File: src/rtl/pio_wbuf_pkg.sv
package pio_wbuf_pkg;

    typedef enum logic [1:0] {
        CAP_IDLE = 2'd0,
        CAP_NEXT = 2'd1,
        CAP_FULL = 2'd2
    } cap_state_t;

    typedef enum logic [1:0] {
        DRN_IDLE = 2'd0,
        DRN_ADDR = 2'd1,
        DRN_DATA = 2'd2
    } drn_state_t;

endpackage

File: src/rtl/pio_wbuf_capture.sv
module pio_wbuf_capture
    import pio_wbuf_pkg::*;
#(
    parameter int SYS_W  = 128,
    parameter int ADDR_W = 32,
    parameter int SLOTS  = 2,
    parameter int LEN_W  = 1
) (
    input  logic                    clk,
    input  logic                    rst_n,
    input  logic                    sys_valid,
    output logic                    sys_ready,
    input  logic [ADDR_W-1:0]       sys_addr,
    input  logic [LEN_W-1:0]        sys_len,
    input  logic [SYS_W-1:0]        sys_data,
    input  logic [SYS_W/8-1:0]      sys_be,
    output logic                    sys_done,
    input  logic                    drain_finish,
    output logic                    buf_full,
    output logic [ADDR_W-1:0]       buf_addr,
    output logic [LEN_W-1:0]        buf_last,
    output logic [SLOTS*SYS_W-1:0]  buf_data,
    output logic [SLOTS*SYS_W/8-1:0] buf_be
);

    localparam int BE_W  = SYS_W / 8;
    localparam int OFF_W = $clog2(BE_W);

    cap_state_t         state_q, state_d;
    logic [LEN_W-1:0]   slot_q;
    logic [LEN_W-1:0]   last_q;
    logic [ADDR_W-1:0]  addr_q;
    logic               done_q;
    logic               accept;
    logic               final_beat;
    logic [LEN_W-1:0]   wr_idx;

    assign accept = sys_valid && sys_ready;
    assign wr_idx = (state_q == CAP_IDLE) ? '0 : slot_q;

    // next-state logic
    always_comb begin
        state_d    = state_q;
        final_beat = 1'b0;
        unique case (state_q)
            CAP_IDLE: begin
                if (accept) begin
                    final_beat = (sys_len == '0);
                    state_d    = final_beat ? CAP_FULL : CAP_NEXT;
                end
            end
            CAP_NEXT: begin
                if (accept && (slot_q == last_q)) begin
                    final_beat = 1'b1;
                    state_d    = CAP_FULL;
                end
            end
            CAP_FULL: begin
                if (drain_finish) begin
                    state_d = CAP_IDLE;
                end
            end
            default: state_d = CAP_IDLE;
        endcase
    end

    // state register
    always_ff @(posedge clk) begin
        if (!rst_n) begin
            state_q <= CAP_IDLE;
            done_q  <= 1'b0;
        end else begin
            state_q <= state_d;
            done_q  <= final_beat;
        end
    end

    // header and slot pointer
    always_ff @(posedge clk) begin
        if (!rst_n) begin
            slot_q <= '0;
            last_q <= '0;
            addr_q <= '0;
        end else if (accept) begin
            if (state_q == CAP_IDLE) begin
                addr_q <= sys_addr;
                last_q <= sys_len;
                slot_q <= LEN_W'(1);
            end else begin
                slot_q <= slot_q + LEN_W'(1);
            end
        end
    end

    // one storage slot per system beat
    for (genvar g = 0; g < SLOTS; g++) begin : g_slot
        logic [SYS_W-1:0] data_q;
        logic [BE_W-1:0]  be_q;
        always_ff @(posedge clk) begin
            if (!rst_n) begin
                data_q <= '0;
                be_q   <= '0;
            end else if (accept && (wr_idx == LEN_W'(g))) begin
                data_q <= sys_data;
                be_q   <= sys_be;
            end
        end
        assign buf_data[g*SYS_W +: SYS_W] = data_q;
        assign buf_be[g*BE_W +: BE_W]     = be_q;
    end

    // outputs
    always_comb begin
        sys_ready = (state_q != CAP_FULL);
        buf_full  = (state_q == CAP_FULL);
        sys_done  = done_q;
        buf_last  = last_q;
        buf_addr  = {addr_q[ADDR_W-1:OFF_W], {OFF_W{1'b0}}};
    end

    a_r3_done_single: assert property (@(posedge clk) disable iff (!rst_n)
        sys_done |=> !sys_done);

    a_r2_ready_second_beat: assert property (@(posedge clk) disable iff (!rst_n)
        (accept && (state_q == CAP_IDLE) && (sys_len != '0)) |=> sys_ready);

    a_r4_done_blocks: assert property (@(posedge clk) disable iff (!rst_n)
        sys_done |-> !sys_ready);

endmodule

File: src/rtl/pio_wbuf_drain.sv
module pio_wbuf_drain
    import pio_wbuf_pkg::*;
#(
    parameter int SYS_W  = 128,
    parameter int IO_W   = 32,
    parameter int ADDR_W = 32,
    parameter int SLOTS  = 2,
    parameter int LEN_W  = 1,
    parameter int CNT_W  = 4
) (
    input  logic                     clk,
    input  logic                     rst_n,
    input  logic                     buf_full,
    input  logic [ADDR_W-1:0]        buf_addr,
    input  logic [LEN_W-1:0]         buf_last,
    input  logic [SLOTS*SYS_W-1:0]   buf_data,
    input  logic [SLOTS*SYS_W/8-1:0] buf_be,
    output logic                     drain_finish,
    output logic                     io_addr_valid,
    input  logic                     io_addr_ready,
    output logic [ADDR_W-1:0]        io_addr,
    output logic [CNT_W-1:0]         io_beats,
    output logic                     io_dvalid,
    input  logic                     io_dready,
    output logic [IO_W-1:0]          io_data,
    output logic [IO_W/8-1:0]        io_be,
    output logic                     io_dlast
);

    localparam int LANES     = SYS_W / IO_W;
    localparam int TOTAL_MAX = SLOTS * LANES;
    localparam int IDX_W     = $clog2(TOTAL_MAX);
    localparam int IO_BE_W   = IO_W / 8;

    drn_state_t         state_q, state_d;
    logic [IDX_W-1:0]   idx_q;
    logic [CNT_W-1:0]   beat_cnt;
    logic [IDX_W-1:0]   last_idx;
    logic               on_last;

    logic [IO_W-1:0]    words [TOTAL_MAX];
    logic [IO_BE_W-1:0] enables [TOTAL_MAX];

    // flat buffer is slot-major, so beat k sits at word k
    for (genvar k = 0; k < TOTAL_MAX; k++) begin : g_word
        assign words[k]   = buf_data[k*IO_W +: IO_W];
        assign enables[k] = buf_be[k*IO_BE_W +: IO_BE_W];
    end

    assign beat_cnt = CNT_W'((int'(buf_last) + 1) * LANES);
    assign last_idx = IDX_W'(beat_cnt - CNT_W'(1));
    assign on_last  = (idx_q == last_idx);

    // next-state logic
    always_comb begin
        state_d = state_q;
        unique case (state_q)
            DRN_IDLE: if (buf_full)                state_d = DRN_ADDR;
            DRN_ADDR: if (io_addr_ready)           state_d = DRN_DATA;
            DRN_DATA: if (io_dready && on_last)    state_d = DRN_IDLE;
            default:                               state_d = DRN_IDLE;
        endcase
    end

    // state register and beat index
    always_ff @(posedge clk) begin
        if (!rst_n) begin
            state_q <= DRN_IDLE;
            idx_q   <= '0;
        end else begin
            state_q <= state_d;
            if (state_q == DRN_ADDR) begin
                idx_q <= '0;
            end else if ((state_q == DRN_DATA) && io_dready) begin
                idx_q <= idx_q + IDX_W'(1);
            end
        end
    end

    // outputs
    always_comb begin
        io_addr_valid = (state_q == DRN_ADDR);
        io_addr       = buf_addr;
        io_beats      = beat_cnt;
        io_dvalid     = (state_q == DRN_DATA);
        io_data       = words[idx_q];
        io_be         = enables[idx_q];
        io_dlast      = (state_q == DRN_DATA) && on_last;
        drain_finish  = (state_q == DRN_DATA) && io_dready && on_last;
    end

    a_r5_addr_held: assert property (@(posedge clk) disable iff (!rst_n)
        (io_addr_valid && !io_addr_ready) |=> (io_addr_valid && $stable(io_addr)));

    a_r9_data_held: assert property (@(posedge clk) disable iff (!rst_n)
        (io_dvalid && !io_dready) |=> (io_dvalid && $stable(io_data) && $stable(io_be)));

    a_r10_last_in_burst: assert property (@(posedge clk) disable iff (!rst_n)
        io_dlast |-> io_dvalid);

endmodule

File: src/rtl/pio_post_wbuf.sv
module pio_post_wbuf #(
    parameter int SYS_W     = 128,
    parameter int IO_W      = 32,
    parameter int ADDR_W    = 32,
    parameter int BUF_BYTES = 32
) (
    input  logic                clk,
    input  logic                rst_n,
    input  logic                sys_valid,
    output logic                sys_ready,
    input  logic [ADDR_W-1:0]   sys_addr,
    input  logic [((BUF_BYTES/(SYS_W/8)) > 1 ? $clog2(BUF_BYTES/(SYS_W/8)) : 1)-1:0] sys_len,
    input  logic [SYS_W-1:0]    sys_data,
    input  logic [SYS_W/8-1:0]  sys_be,
    output logic                sys_done,
    output logic                io_addr_valid,
    input  logic                io_addr_ready,
    output logic [ADDR_W-1:0]   io_addr,
    output logic [$clog2(BUF_BYTES/(IO_W/8))+1-1:0] io_beats,
    output logic                io_dvalid,
    input  logic                io_dready,
    output logic [IO_W-1:0]     io_data,
    output logic [IO_W/8-1:0]   io_be,
    output logic                io_dlast
);

    localparam int SLOTS = BUF_BYTES / (SYS_W / 8);
    localparam int LEN_W = (SLOTS > 1) ? $clog2(SLOTS) : 1;
    localparam int CNT_W = $clog2(BUF_BYTES / (IO_W / 8)) + 1;

    logic                     buf_full;
    logic                     drain_finish;
    logic [ADDR_W-1:0]        buf_addr;
    logic [LEN_W-1:0]         buf_last;
    logic [SLOTS*SYS_W-1:0]   buf_data;
    logic [SLOTS*SYS_W/8-1:0] buf_be;

    pio_wbuf_capture #(
        .SYS_W  (SYS_W),
        .ADDR_W (ADDR_W),
        .SLOTS  (SLOTS),
        .LEN_W  (LEN_W)
    ) u_capture (
        .clk          (clk),
        .rst_n        (rst_n),
        .sys_valid    (sys_valid),
        .sys_ready    (sys_ready),
        .sys_addr     (sys_addr),
        .sys_len      (sys_len),
        .sys_data     (sys_data),
        .sys_be       (sys_be),
        .sys_done     (sys_done),
        .drain_finish (drain_finish),
        .buf_full     (buf_full),
        .buf_addr     (buf_addr),
        .buf_last     (buf_last),
        .buf_data     (buf_data),
        .buf_be       (buf_be)
    );

    pio_wbuf_drain #(
        .SYS_W  (SYS_W),
        .IO_W   (IO_W),
        .ADDR_W (ADDR_W),
        .SLOTS  (SLOTS),
        .LEN_W  (LEN_W),
        .CNT_W  (CNT_W)
    ) u_drain (
        .clk           (clk),
        .rst_n         (rst_n),
        .buf_full      (buf_full),
        .buf_addr      (buf_addr),
        .buf_last      (buf_last),
        .buf_data      (buf_data),
        .buf_be        (buf_be),
        .drain_finish  (drain_finish),
        .io_addr_valid (io_addr_valid),
        .io_addr_ready (io_addr_ready),
        .io_addr       (io_addr),
        .io_beats      (io_beats),
        .io_dvalid     (io_dvalid),
        .io_dready     (io_dready),
        .io_data       (io_data),
        .io_be         (io_be),
        .io_dlast      (io_dlast)
    );

    a_r4_busy_while_drain: assert property (@(posedge clk) disable iff (!rst_n)
        io_dvalid |-> !sys_ready);

    a_r6_addr_before_data: assert property (@(posedge clk) disable iff (!rst_n)
        io_addr_valid |-> !io_dvalid);

    a_r4_ready_after_last: assert property (@(posedge clk) disable iff (!rst_n)
        (io_dvalid && io_dready && io_dlast) |=> sys_ready);

endmodule

File: config.mk
export PLATFORM = sky130hd
export DESIGN_NAME = pio_post_wbuf
export DESIGN_NICKNAME = d
export VERILOG_FILES = /design/src/rtl/pio_wbuf_pkg.sv /design/src/rtl/pio_wbuf_capture.sv /design/src/rtl/pio_wbuf_drain.sv /design/src/rtl/pio_post_wbuf.sv
export SDC_FILE = /design/constraint.sdc
export NUM_CORES = 1
export LEC_CHECK = 0
export BUFFER_PORTS_ARGS = -buffer_cell sky130_fd_sc_hd__buf_2
export CORE_MARGIN = 4
export CORE_UTILIZATION = 45
export CTS_CLUSTER_DIAMETER = 120
export DETAILED_ROUTE_END_ITERATION = 7
export GPL_ROUTABILITY_DRIVEN = 0
export PLACE_DENSITY = 0.66
export SYNTH_ARGS = -nofsm -noshare
export SYNTH_HDL_FRONTEND = slang
export SYNTH_SLANG_ARGS = --single-unit
File: constraint.sdc
create_clock -name clk -period 2.47 [get_ports clk]
set_clock_uncertainty 0.05 [all_clocks]
set_input_delay 0 -clock clk [delete_from_list [all_inputs] [get_ports clk]]
set_output_delay 0 -clock clk [all_outputs]
set_load 0.01 [all_outputs]
==> results.sh <==
export IMPL_antenna_found_initial=4
export IMPL_max_freq_mhz=421.5
export IMPL_design_die_area_um2=35520
export IMPL_crit_path_start="u_drain.idx_q[1]$_SDFFE_PP0P_"
export IMPL_max_cap_viol_count=0
export IMPL_vias=13900
export IMPL_ys_flop_type="dfxtp_1"
export IMPL_wl_per_cell_um=18.45
export IMPL_htree_levels=2
export IMPL_cp_arrival_ns=2.32
export IMPL_syn2layout_area_growth_pct=30.53
export IMPL_drt_wl_total_um=44490
export IMPL_synth_adder_area_share=0.0008536
export IMPL_dp_hpwl_um=25190
export IMPL_cts_sinks=326
export IMPL_multiInputGateArea_um2=7264
export IMPL_post_place_ws_ns=0.4669
export IMPL_seq_area_um2=6535
export IMPL_yosys_area_share_xor_xnor=0.001793
export IMPL_highest_layer="met4"
export IMPL_start_kind="flip-flop"
export IMPL_min_path_cells=5
export IMPL_avgSynthCellArea_um2=8.949
export IMPL_hp_start="sys_valid"
export IMPL_clockBufferDepth=3
export IMPL_grt_max_degree=146
export IMPL_holdPathEnd="u_capture.g_slot[1].data_q[0]$_SDFFE_PN0P_"
export IMPL_fin_nets=2128
export IMPL_endpoint_kind="primary output"
export IMPL_synth_area_um2=14660
export IMPL_viasPerCell=5.764
export IMPL_drc=0
export IMPL_clkTransAtPathRegs_ns=0.06
export IMPL_cts_buffers=38
export IMPL_worst_slack_ns=0.09774
export IMPL_grt_pass1_wl_um=71680
export IMPL_yosysWarnings=0
export IMPL_max_slew_margin=0.4150
export IMPL_vdd_drop_max_v=0.0006195
export IMPL_synth_simple_area_share=0.1606
export IMPL_pin_count=259
export IMPL_syn_inst=1638
export IMPL_drive_gt1_frac=0.2363
export IMPL_drt_met1_wl_um=19120
export IMPL_die_w_um=188.5
export IMPL_drt_iter0_drc=1104
export IMPL_worstSetupPathType="reg2out"
export IMPL_place_inst=2162
export IMPL_synthMuxAreaShare=0.1391
export IMPL_tns_ns=0
export IMPL_ant_nets=0
export IMPL_hold_viol_final=0
export IMPL_met3_length_um=3163
export IMPL_grt_setup_unrepaired="false"
export IMPL_synth_edf_count=0
export IMPL_start_util=0.4598
export IMPL_setup_viol=0
export IMPL_coreArea_um2=31880
export IMPL_hold_class="in2reg"
export IMPL_ys_seq_area_frac=0.4452
export IMPL_status="complete, no violations"
export IMPL_leakage_nw=7.317
export IMPL_reg2reg_depth=4
export IMPL_finalCritPeriodShare=0.9604
export IMPL_maxSlewViolCount=0
export IMPL_ys_ff_latch=326
export IMPL_period_needed_ns=2.372
export IMPL_stdcell_count=2412
export IMPL_cts_root_buf="clkbuf_16"
export IMPL_r2r_end="u_capture.g_slot[1].data_q[23]$_SDFFE_PN0P_"
export IMPL_die_h_um=188.5
export IMPL_clk_latency_ns=0.51
export IMPL_n_fill_cell=2749
export IMPL_firstDrtPassIters=5
export IMPL_critPathRequiredTime_ns=2.42
export IMPL_fp_row_count=65
export IMPL_worst_pin_slew_ns=0.8776
export IMPL_wl_met2_um=21280
export IMPL_worst_path_max_fanout=20
export IMPL_grt_overflow=0
export IMPL_portBuffers=248
export IMPL_synth_cell_types=37
export IMPL_grt_pass1_vias=13840
export IMPL_power_density_nw_per_um2=660.3
export IMPL_asyncSetResetFlopFracSynth=0
export IMPL_grtUsageTotal=0.2393
export IMPL_r2r_start="u_capture.state_q[0]$_SDFFE_PN0P_"
export IMPL_cts_tree="yes"
export IMPL_reg2reg_setup_slack_ns=0.44
export IMPL_synth_top_family_by_area="compound AO/OA/AOI/OAI gates"
export IMPL_synth_compound_area_share=0.1890
[routing by layer]
metal,vias to the layer above,GRT usage
met4,0,0.06698
met2,489,0.3950
met1,6733,0.3238
li1,6602,-
met5,-,0
met3,79,0.04520
[flip-flops by register name (all words and copies together), names as in the netlist, 2 cells and up]
register	flops
u_capture.state_q	2
u_capture.g_slot.data_q	256
u_drain.idx_q	3
u_capture.addr_q	28
u_drain.state_q	2
u_capture.g_slot.be_q	32
[cell families after synthesis]
family | Yosys count
muxes | 109
other | 1
xor gates and xnor gates | 3
and+or+nand+nor | 516
DFF | 326
buffers and inverters | 205
adders and majority gates | 1
AOI/OAI and AO/OA | 477
[worst max-delay path, stage by stage (launching register included)]
cell and delay (ns):
dfxtp_4 0.59, buf_4 0.28, mux4_2 0.51, mux2_2 0.29, buf_2 0.14
[area by class of cell]
class / count / share of cell area
timing repair buffer: 462 / 0.1843
antenna: 5 / 0.0006539
sequential: 326 / 0.3416
clock inverter: 9 / 0.002747
multi-input combinational: 1112 / 0.3797
inverter: 5 / 0.001635
clock buffer: 58 / 0.06101
tap: 435 / 0.02845
[where the power goes]
| group | total (W) | internal [W] | switching, W |
|---|---|---|---|
| Combinational | 0.00159 | 0.000721 | 0.000869 |
| Sequential | 0.00562 | 0.00549 | 0.000130 |
| Clock | 0.00542 | 0.00325 | 0.00217 |
| Total | 0.0126 | 0.00947 | 0.00317 |
[cell usage after synthesis, drive strengths merged (2+ instances only)]
| library cell | count | area share |
|---|---|---|
| nand4 | 144 | 0.061 |
| buf | 87 | 0.033 |
| mux2 | 37 | 0.028 |
| dfxtp | 326 | 0.45 |
| nand2 | 349 | 0.089 |
| nand2b | 4 | 0.0017 |
| o31ai | 144 | 0.074 |
| xor2 | 2 | 0.0012 |
| nor4 | 2 | 0.00085 |
| a21o | 3 | 0.0015 |
| inv | 5 | 0.0013 |
| a21oi | 322 | 0.11 |
| and3 | 2 | 0.00085 |
| clkbuf | 113 | 0.029 |
| mux4 | 72 | 0.11 |
| nand3 | 5 | 0.0017 |
| nor2b | 3 | 0.0013 |
| o21ai | 3 | 0.0010 |
[through the flow]
step                      instance area (um2)  hold WS (ns)  total power [W]    util
after floorplan                         14680       0.06779         0.006560       -
after global placement                  16110        0.1909         0.007048  0.5055
after detailed placement                16110        0.1946         0.007076  0.5055
after CTS                               19110        0.2013          0.01273  0.5995
after global routing                    19130        0.2335          0.01313  0.6001
final                                   19130        0.2028          0.01263  0.6002
[layout by cell type (no fill, tap or decap), types with 2 or more instances in the layout]
cell type,n
nand2b_1,4
dfxtp_1,323
mux4_2,72
a21o_1,3
clkbuf_1,7
nor2b_1,2
nand2_1,348
buf_2,247
a21oi_1,322
nor4_1,2
inv_4,2
dfxtp_4,2
buf_12,17
conb_1,6
o31ai_1,144
diode_2,5
xor2_1,2
clkbuf_8,12
mux2_2,37
dlygate4sd3_1,177
o21ai_0,3
nand4_1,144
inv_6,2
inv_1,2
clkinv_2,7
clkbuf_16,39
nand3_1,4
buf_4,20
[timing repair]
item | in CTS | in global routing
hold buffers | 177 | 0
pin swaps | 0 | 0
resized for setup | 1 | 0
endpoints found under the hold margin | 325 | 0
endpoints found under the setup margin | 1 | 32
setup buffers | 0 | 1
[worst max path at each step]
stage | endpoint | cells after the start
floorplan | io_be[3] | 5
global placement | u_capture.g_slot[1].data_q[72]$_SDFFE_PN0P_ | 4
detailed placement | u_capture.g_slot[1].data_q[72]$_SDFFE_PN0P_ | 4
CTS | io_data[12] | 4
global route | io_data[27] | 4
finish | io_data[24] | 4
Note: power is estimated with default switching activity, not from simulation.
